`src/rtl/irq_ctl_pkg.sv`:
```
package irq_ctl_pkg;
  localparam int LVL_W   = 3;
  localparam int NUM_LVL = 1 << LVL_W;

  typedef logic [LVL_W-1:0]   level_t;
  typedef logic [NUM_LVL-1:0] lvl_mask_t;

  typedef struct packed {
    logic   hit;
    level_t lvl;
  } first_t;

  // lowest-numbered set bit = most urgent level in service
  function automatic first_t first_set(lvl_mask_t m);
    first_t r;
    r = '0;
    for (int i = NUM_LVL - 1; i >= 0; i--) begin
      if (m[i]) begin
        r.hit = 1'b1;
        r.lvl = level_t'(i);
      end
    end
    return r;
  endfunction
endpackage

```
`src/rtl/irq_isr_track.sv`:
```
module irq_isr_track
  import irq_ctl_pkg::*;
(
  input  logic      clk,
  input  logic      rst_n,
  input  logic      set_en,
  input  level_t    set_lvl,
  input  logic      clr_en,
  output lvl_mask_t isr_q,
  output logic      ceil_hit,
  output level_t    ceil_lvl
);
  first_t    top_q;
  lvl_mask_t clr_mask, set_mask;

  always_comb begin
    top_q    = first_set(isr_q);
    ceil_hit = top_q.hit;
    ceil_lvl = top_q.lvl;
    clr_mask = '0;
    set_mask = '0;
    if (clr_en && top_q.hit) clr_mask[top_q.lvl] = 1'b1;
    if (set_en)              set_mask[set_lvl]   = 1'b1;
  end

  always_ff @(posedge clk) begin
    if (!rst_n) isr_q <= '0;
    else        isr_q <= (isr_q & ~clr_mask) | set_mask;
  end

  p_set_bit_r3: assert property (@(posedge clk) disable iff (!rst_n)
    set_en |=> isr_q[$past(set_lvl)]);

  p_reti_one_bit_r6: assert property (@(posedge clk) disable iff (!rst_n)
    (clr_en && !set_en && ceil_hit) |=> ($countones(isr_q) + 1 == $countones($past(isr_q))));

  p_hold_r7: assert property (@(posedge clk) disable iff (!rst_n)
    (!clr_en && !set_en) |=> $stable(isr_q));
endmodule

```
`src/rtl/irq_pick.sv`:
```
module irq_pick
  import irq_ctl_pkg::*;
#(
  parameter int NUM_REQ = 4,
  parameter int IDX_W   = 2
) (
  input  logic [NUM_REQ-1:0]       req_valid,
  input  logic [NUM_REQ*LVL_W-1:0] req_level,
  input  logic                     ceil_hit,
  input  level_t                   ceil_lvl,
  output logic                     grant_valid,
  output logic [IDX_W-1:0]         grant_idx,
  output level_t                   grant_level
);
  level_t             lvl_a [NUM_REQ];
  logic [NUM_REQ-1:0] elig;

  for (genvar g = 0; g < NUM_REQ; g++) begin : g_req
    assign lvl_a[g] = req_level[g*LVL_W +: LVL_W];
    assign elig[g]  = req_valid[g] && (!ceil_hit || (lvl_a[g] < ceil_lvl));
  end

  always_comb begin
    grant_valid = 1'b0;
    grant_idx   = '0;
    grant_level = '0;
    for (int i = 0; i < NUM_REQ; i++) begin
      if (elig[i] && (!grant_valid || (lvl_a[i] < grant_level))) begin
        grant_valid = 1'b1;
        grant_idx   = IDX_W'(i);
        grant_level = lvl_a[i];
      end
    end
  end
endmodule

```
`src/rtl/irq_inservice_ctl.sv`:
```
module irq_inservice_ctl
  import irq_ctl_pkg::*;
#(
  parameter int NUM_REQ = 4,
  localparam int IDX_W  = (NUM_REQ > 1) ? $clog2(NUM_REQ) : 1
) (
  input  logic                     clk,
  input  logic                     rst_n,
  input  logic [NUM_REQ-1:0]       req_valid,
  input  logic [NUM_REQ*LVL_W-1:0] req_level,
  input  logic                     nmi_req,
  input  logic                     di_stb,
  input  logic                     ei_stb,
  input  logic                     reti_stb,
  input  logic                     reti_nmi,
  input  logic                     flag_wr_en,
  input  logic                     flag_wr_data,
  output logic                     ack_valid,
  output logic                     ack_nmi,
  output logic [IDX_W-1:0]         ack_index,
  output logic [LVL_W-1:0]         ack_level,
  output logic [NUM_LVL-1:0]       isr_bits,
  output logic                     int_disable
);
  logic             grant_valid, ceil_hit, m_take;
  logic [IDX_W-1:0] grant_idx;
  level_t           grant_level, ceil_lvl;

  irq_pick #(.NUM_REQ(NUM_REQ), .IDX_W(IDX_W)) u_pick (
    .req_valid  (req_valid),
    .req_level  (req_level),
    .ceil_hit   (ceil_hit),
    .ceil_lvl   (ceil_lvl),
    .grant_valid(grant_valid),
    .grant_idx  (grant_idx),
    .grant_level(grant_level)
  );

  // a non-maskable event pre-empts any maskable acknowledge in the same cycle
  assign m_take = grant_valid && !int_disable && !nmi_req;

  irq_isr_track u_track (
    .clk     (clk),
    .rst_n   (rst_n),
    .set_en  (m_take),
    .set_lvl (grant_level),
    .clr_en  (reti_stb && !reti_nmi),
    .isr_q   (isr_bits),
    .ceil_hit(ceil_hit),
    .ceil_lvl(ceil_lvl)
  );

  always_ff @(posedge clk) begin
    if (!rst_n) begin
      ack_valid   <= 1'b0;
      ack_nmi     <= 1'b0;
      ack_index   <= '0;
      ack_level   <= '0;
      int_disable <= 1'b1;
    end else begin
      ack_valid <= m_take || nmi_req;
      ack_nmi   <= nmi_req;
      ack_index <= m_take ? grant_idx   : '0;
      ack_level <= m_take ? grant_level : '0;
      if (m_take)          int_disable <= 1'b1;
      else if (flag_wr_en) int_disable <= flag_wr_data;
      else if (di_stb)     int_disable <= 1'b1;
      else if (ei_stb)     int_disable <= 1'b0;
    end
  end

  p_mask_ack_enabled_r2: assert property (@(posedge clk) disable iff (!rst_n)
    (ack_valid && !ack_nmi) |-> $past(!int_disable));

  p_ack_sets_flag_r3: assert property (@(posedge clk) disable iff (!rst_n)
    (ack_valid && !ack_nmi) |-> int_disable);

  p_ack_single_r3: assert property (@(posedge clk) disable iff (!rst_n)
    (ack_valid && !ack_nmi) |=> !(ack_valid && !ack_nmi));

  p_grant_eligible_r5: assert property (@(posedge clk) disable iff (!rst_n)
    m_take |-> (!ceil_hit || (grant_level < ceil_lvl)));

  p_nmi_keeps_state_r9: assert property (@(posedge clk) disable iff (!rst_n)
    (nmi_req && !(reti_stb && !reti_nmi)) |=> ($stable(isr_bits) && ack_nmi && ack_valid));
endmodule

```
`config.mk`:
```
export PLATFORM = sky130hd
export DESIGN_NAME = irq_inservice_ctl
export DESIGN_NICKNAME = d
export VERILOG_FILES = /design/src/rtl/irq_ctl_pkg.sv /design/src/rtl/irq_isr_track.sv /design/src/rtl/irq_pick.sv /design/src/rtl/irq_inservice_ctl.sv
export SDC_FILE = /design/constraint.sdc
export NUM_CORES = 1
export LEC_CHECK = 0
export CAP_MARGIN = 30
export CORE_UTILIZATION = 35
export CTS_CLUSTER_DIAMETER = 80
export DETAILED_ROUTE_END_ITERATION = 10
export SLEW_MARGIN = 20
export SYNTH_ARGS = -nofsm -noshare
export SYNTH_HDL_FRONTEND = slang
export SYNTH_SLANG_ARGS = --single-unit
```
`constraint.sdc`:
```
create_clock -name clk -period 8.5 [get_ports clk]
set_input_delay 1.7 -clock clk [delete_from_list [all_inputs] [get_ports clk]]
set_output_delay 1.7 -clock clk [all_outputs]
set_load 0.01 [all_outputs]
```
### Yosys cells after proc, flatten, opt, wreduce, memory -nomap -nowiden

Cells that the tools add are included.

* register bits after elaboration: 16
* bits of input ports: 25
* output and inout port bits: 16

* magnitude comparators: 11
* muxes and demuxes: 28
* bitwise logic cells: 4
* reductions and logical operators: 31

Operators with widths (count)
* $mux 4: 8
* $lt 3x3->1: 7
* $mux 8: 2
* $logic_and 1x1->1: 13
* $mux 3: 4
* $mux 1: 10
* $and 8x8->8: 1
* $logic_or 1x1->1: 8
* $lt 3x4->1 const B: 2
* $not 8->8: 1
* $or 8x8->8: 1
* $logic_not 1->1: 7
* $demux 1 s3: 2
* $ge 3x1->1 const B: 2
* $mux 2: 2
* $reduce_bool 3->1: 1
* $reduce_and 2->1: 1
* $reduce_or 2->1: 1
* $not 1->1: 1

### Longest topological paths before layout

Gate-level depths: netlist (run 1).

* word-level depth: 30
* gate-level depth with buffers: 29

### Cells and area by module

A second synthesis (run 1) with hierarchy kept.

* cells, all modules: 168
* area total of the unflattened synthesis: 1405.1 µm²

By module, submodules not included
* irq_pick: instances 1, cells each 94, area an instance 696.9 µm², sequential area each 0.0 µm²
* irq_isr_track: instances 1, cells each 52, area an instance 446.7 µm², sequential area each 160.2 µm²
* irq_inservice_ctl: instances 1, cells each 22, area an instance 261.5 µm², sequential area each 160.2 µm²

### Worst setup path after synthesis (run 1)

OpenSTA, ideal clock, no wires.

* path type: input -> register
* start: input req_level[2]
* end: register u_track.isr_q[6]
* library setup time: 88 ps
* arrival: 6531 ps
* required time: 8412 ps
* setup slack: 1881 ps
* stages on the path: 24
* cells stage by stage: ha_1 a211oi_1 nand2_1 a21o_1 nand2_1 nand2_1 ha_1 a21o_1 a21o_1 a21boi_0 o32ai_1 inv_1 ha_1 a21oi_1 a32oi_2 o22ai_2 mux2_2 inv_2 ha_1 a21oi_1 nand3_1 o21ai_4 mux2_2 o32ai_2

* cells in the longest elaborated chain, start to end: 22
* elaborated cells between the ends (all ways): 32
* those cells by class: order compare: 6; mux: 11; bitwise: 1; reduce/logical: 14

Ends and longest elaborated chain
* from (decl): line irq_inservice_ctl.sv:10 `input logic [NUM_REQ*LVL_W-1:0] req_level,`
* $lt 3x3->1: line irq_pick.sv:20 `assign elig[g] = req_valid[g] && (!ceil_hit || (lvl_a[g] < ceil_lvl));`
* $logic_or 1x1->1: line irq_pick.sv:20
* $logic_and 1x1->1: line irq_pick.sv:20
* $mux 3 or $mux 1 (tied branches): line irq_pick.sv:28 `if (elig[i] && (!grant_valid || (lvl_a[i] < grant_level))) begin`
* $lt 3x3->1 or $logic_not 1->1 (tied branches): line irq_pick.sv:28
* $logic_or 1x1->1: line irq_pick.sv:28
* $logic_and 1x1->1: line irq_pick.sv:28
* $mux 3 or $mux 1 (tied branches): line irq_pick.sv:28
* [6 not listed]
* $logic_and 1x1->1: line irq_pick.sv:28
* $mux 3: line irq_pick.sv:28
* $lt 3x4->1 (implied by the code) or $ge 3x1->1 (tied branches): line irq_isr_track.sv:23 `if (set_en) set_mask[set_lvl] = 1'b1;`
* $logic_and 1x1->1 (implied by the code): line irq_isr_track.sv:23
* $mux 1 (implied by the code): line irq_isr_track.sv:23
* $demux 1 s3
* $mux 8 (*): line irq_isr_track.sv:23
* $or 8x8->8 (*): line irq_isr_track.sv:28 `else isr_q <= (isr_q & ~clr_mask) | set_mask;`
* to (signal assigned): line irq_isr_track.sv:28
* to (decl): line irq_isr_track.sv:9 `output lvl_mask_t isr_q,`

Mark *: on every way between the ends. The rest lies on a longest branch, timed or not.
A chain may end at the register's enable or synchronous reset.

### Worst setup path after layout (run 1)

Ends and elaborated chain as after synthesis.

==> flow_metrics.env, run 1 <==
export IMPL_status="finished clean"
export IMPL_wl_per_cell_um=15.38
export IMPL_core_region_area_um2=4384
export IMPL_clkPwrFrac=0.214
export IMPL_syn_area_per_cell_um2=8.149
export IMPL_ant_nets=0
export IMPL_p_int_mw=0.1917
export IMPL_setup_worst_path_start_class="input pin"
export IMPL_synth_top_area_frac=0.1995
export IMPL_power_switching_mw=0.1220
export IMPL_reg2reg_from="u_track.isr_q[2]$_SDFF_PN0_"
export IMPL_drt_pass1_iterations=4
export IMPL_setup_tns_ns=0
export IMPL_ctsHoldBuffers=0
export IMPL_hold_end="u_track.isr_q[7]$_SDFF_PN0_"
export IMPL_ys_warn_count=0
export IMPL_ff2ff_path_depth=28
export IMPL_slew_headroom=0.5220
export IMPL_synth_nets=236
export IMPL_power_total_mw=0.3136
export IMPL_pin_count=41
export IMPL_die_area_um2=4862
export IMPL_vdd_ir_drop_max_v=0.00005912
export IMPL_ys_types=57
export IMPL_cp_data_required_time_ns=8.66
export IMPL_crit_path_top_delay_cell="clkdlybuf4s50_1"
export IMPL_fin_crit_sh=0.8739
export IMPL_ys_top_cells_by_count="nand2_1, nor2_1, dfxtp_1, inv_1, ha_1"
export IMPL_root_buffer="clkbuf_8"
export IMPL_synth_enable_flop_cells=0
export IMPL_antenna_found_initial=0
export IMPL_drive_gt1_frac=0.1050
export IMPL_power_leakage_nw=0.8325
export IMPL_postCtsSetupBuffers=0
export IMPL_clock_skew_ns=0.0007855
export IMPL_cts_path_max_buffers=2
export IMPL_cts_inserted_buffers=3
export IMPL_worst_setup_path_type="in -> reg"
export IMPL_yosysMostFrequentCell="nand2_1"
export IMPL_syn_cell_area_um2=1605
export IMPL_portBuffers=40
export IMPL_critPathTopFamily="compound AO/OA/AOI/OAI gates"
export IMPL_hold_class="reg -> reg"
export IMPL_drc=0
export IMPL_setup_viol=0
export IMPL_grt_pass1_vias=1459
export IMPL_gp_congestion=0.8199
export IMPL_async_flop_share=0
export IMPL_grt_max_degree=14
export IMPL_r2r_slack_ns=1.84
export IMPL_synthCells=197
export IMPL_worstHoldStart="u_track.isr_q[7]$_SDFF_PN0_"
export IMPL_crit_arrival_ns=7.59
export IMPL_hold_viol_final=0
export IMPL_hpwlAfterDp_um=3480
export IMPL_reg2reg_to="u_track.isr_q[6]$_SDFF_PN0_"
export IMPL_initial_core_util=0.3662
export IMPL_fin_nets=278
export IMPL_clkTransAtPathRegs_ns=0.06
export IMPL_critPathMaxStageDelay_ns=0.46
export IMPL_ys_ff_latch=16
export IMPL_rsz0062_at_grt="false"
export IMPL_numClockSinks=16
export IMPL_num_vias=1673
export IMPL_grt_pass1_wl_um=7238
export IMPL_cp_max_fo=8
export IMPL_grt_usage=0.1851
export IMPL_routed_wl_um=4460
export IMPL_drtIter0Drc=114
export IMPL_cts_resized=0
export IMPL_synthToLayoutAreaGrowth_pct=31.72
export IMPL_critPathBufInv=3
export IMPL_cts_tree="yes"
export IMPL_vias_per_cell=5.769
export IMPL_max_cap_violations=0
export IMPL_power_frac_comb=0.524
export IMPL_yosysTopAreaCell="dfxtp_1"
export IMPL_die_w_um=69.73
export IMPL_swShare=0.3889
export IMPL_insertedDiodeCount=0
export IMPL_clk_latency_ns=0.25
export IMPL_min_path_cells=2
export IMPL_ys_seq_area_frac=0.1995
export IMPL_seqPwrFrac=0.261
export IMPL_grt_overflow_total=0
export IMPL_end_kind="flop"
export IMPL_die_y_um=69.73
export IMPL_htreeDepth=1
export IMPL_finalMaxSlewViolations=0
export IMPL_min_period_ns=7.428
export IMPL_synthTopCellsByArea="dfxtp_1, ha_1, nand2_1"
export IMPL_max_freq_ghz=0.1346
export IMPL_ys_flop_type="dfxtp_1"
export IMPL_powerDensity_nw_per_um2=148.3
export IMPL_rows=24
export IMPL_worst_slew_pin_slew_ns=0.7095
==> cells in the final DEF (no fill, tap or decap), drive strengths merged, types with 4 or more instances in the layout <==
master         netlist  layout
o211ai               4       4
clkbuf               3       4
mux2i                4       4
o31ai                5       5
a21oi                7       7
dfxtp               16      16
o21a                 6       6
inv                 17      17
a21o                 5       5
nor2                19      19
o21ai                7       7
and3                 4       4
nand2               21      21
o22ai                6       6
nor4                 4       4
o32ai                4       4
a31oi                4       4
nand2b               4       4
clkdlybuf4s50        0      40
ha                  14      14
==> power groups by stage <==
stage	Clock (mW)	Combinational, mW	Sequential, mW
after global routing	0.0742	0.179	0.0824
final	0.0672	0.164	0.0820
after detailed placement	0	0.161	0.0837
after floorplan	0	0.115	0.0838
after CTS	0.0703	0.163	0.0820
after global placement	0	0.162	0.0837
==> sequential cells by signal, indices dropped and copies added (netlist names) <==
name and cells:
ack_level 3, ack_index 2, ack_valid 1, u_track.isr_q 8, int_disable 1, ack_nmi 1
==> how the worst max path moves through the flow <==
stage          slack (ns)  depth (start not counted)                           to         start
2_1_floorplan        1.88                         24  u_track.isr_q[6]$_SDFF_PN0_  req_level[2]
3_3_place_gp         0.83                         25  u_track.isr_q[6]$_SDFF_PN0_  req_level[2]
3_5_place_dp         0.90                         25  u_track.isr_q[6]$_SDFF_PN0_  req_level[2]
4_1_cts              1.15                         25  u_track.isr_q[6]$_SDFF_PN0_  req_level[2]
5_1_grt              0.62                         25  u_track.isr_q[6]$_SDFF_PN0_  req_level[2]
6_report             1.07                         27  u_track.isr_q[6]$_SDFF_PN0_  req_level[2]
==> through the flow <==
stage | hold slack (ns) | worst slack, ns | cells | instance area (um2) | util
after floorplan | 0.5376 | 1.881 | 197 | 1605 | -
after global placement | 0.5489 | 0.8278 | 286 | 2059 | 0.4697
after detailed placement | 0.5492 | 0.8968 | 286 | 2059 | 0.4697
after CTS | 0.5606 | 1.147 | 290 | 2115 | 0.4823
after global routing | 0.5977 | 0.6199 | 290 | 2115 | 0.4823
final | 0.5610 | 1.072 | 290 | 2115 | 0.4823
==> routing by layer <==
layer | wire length (um) | up-vias | GRT usage | share of wire
met5 | 0 | - | 0 | 0
met2 | 1954 | 49 | 0.2913 | 0.44
li1 | - | 839 | - | -
met4 | 21 | 0 | 0.03556 | 0.0047
met1 | 2291 | 783 | 0.2645 | 0.51
met3 | 192 | 2 | 0.03488 | 0.043
==> kinds of logic after synthesis <==
logic type	after synthesis	share of synthesized area
AND/OR/NAND/NOR	69	0.2245
AO/OA/AOI/OAI	71	0.3718
adder cells (fa/ha/maj)	14	0.1091
buffers and inverters	20	0.04676
multiplexers	7	0.04832
flip-flops	16	0.1995
==> area by class of cell <==
type	count	area, um2
Clock buffer	4	55.05
Fill cell	420	2270
Multi-Input combinational cell	161	1210
Inverter	17	63.81
Sequential cell	16	320.3
Timing Repair Buffer	40	400.4
Tap cell	52	65.06
==> worst register-to-register path: cells and delay by family (launching register included) <==
kind	cells	cell delay [ns]
compound gates	14	3.12
buf+inv	2	0.17
simple gates	7	1.26
fa+ha+maj	4	1.20
flops	1	0.42
mux	1	0.41
Power figures use the tool's default switching activity.
==> run 2, diff against run 1 <==
--- a/config.mk
+++ b/config.mk
@@ -8,6 +8,7 @@
 export CAP_MARGIN = 30
 export CORE_UTILIZATION = 35
 export CTS_CLUSTER_DIAMETER = 80
+export CTS_CLUSTER_SIZE = 30
 export DETAILED_ROUTE_END_ITERATION = 10
 export SLEW_MARGIN = 20
 export SYNTH_ARGS = -nofsm -noshare
==> results of run 2 <==
Same layout as run 1: the final DEF is identical, and so are final timing and power.
==> run 3, diff against run 2 <==
--- a/config.mk
+++ b/config.mk
@@ -5,12 +5,11 @@
 export SDC_FILE = /design/constraint.sdc
 export NUM_CORES = 1
 export LEC_CHECK = 0
-export CAP_MARGIN = 30
+export CAP_MARGIN = 20
 export CORE_UTILIZATION = 35
 export CTS_CLUSTER_DIAMETER = 80
 export CTS_CLUSTER_SIZE = 30
 export DETAILED_ROUTE_END_ITERATION = 10
-export SLEW_MARGIN = 20
 export SYNTH_ARGS = -nofsm -noshare
 export SYNTH_HDL_FRONTEND = slang
 export SYNTH_SLANG_ARGS = --single-unit
==> results of run 3 <==
Same layout as run 1: the final DEF is identical, and so are final timing and power.
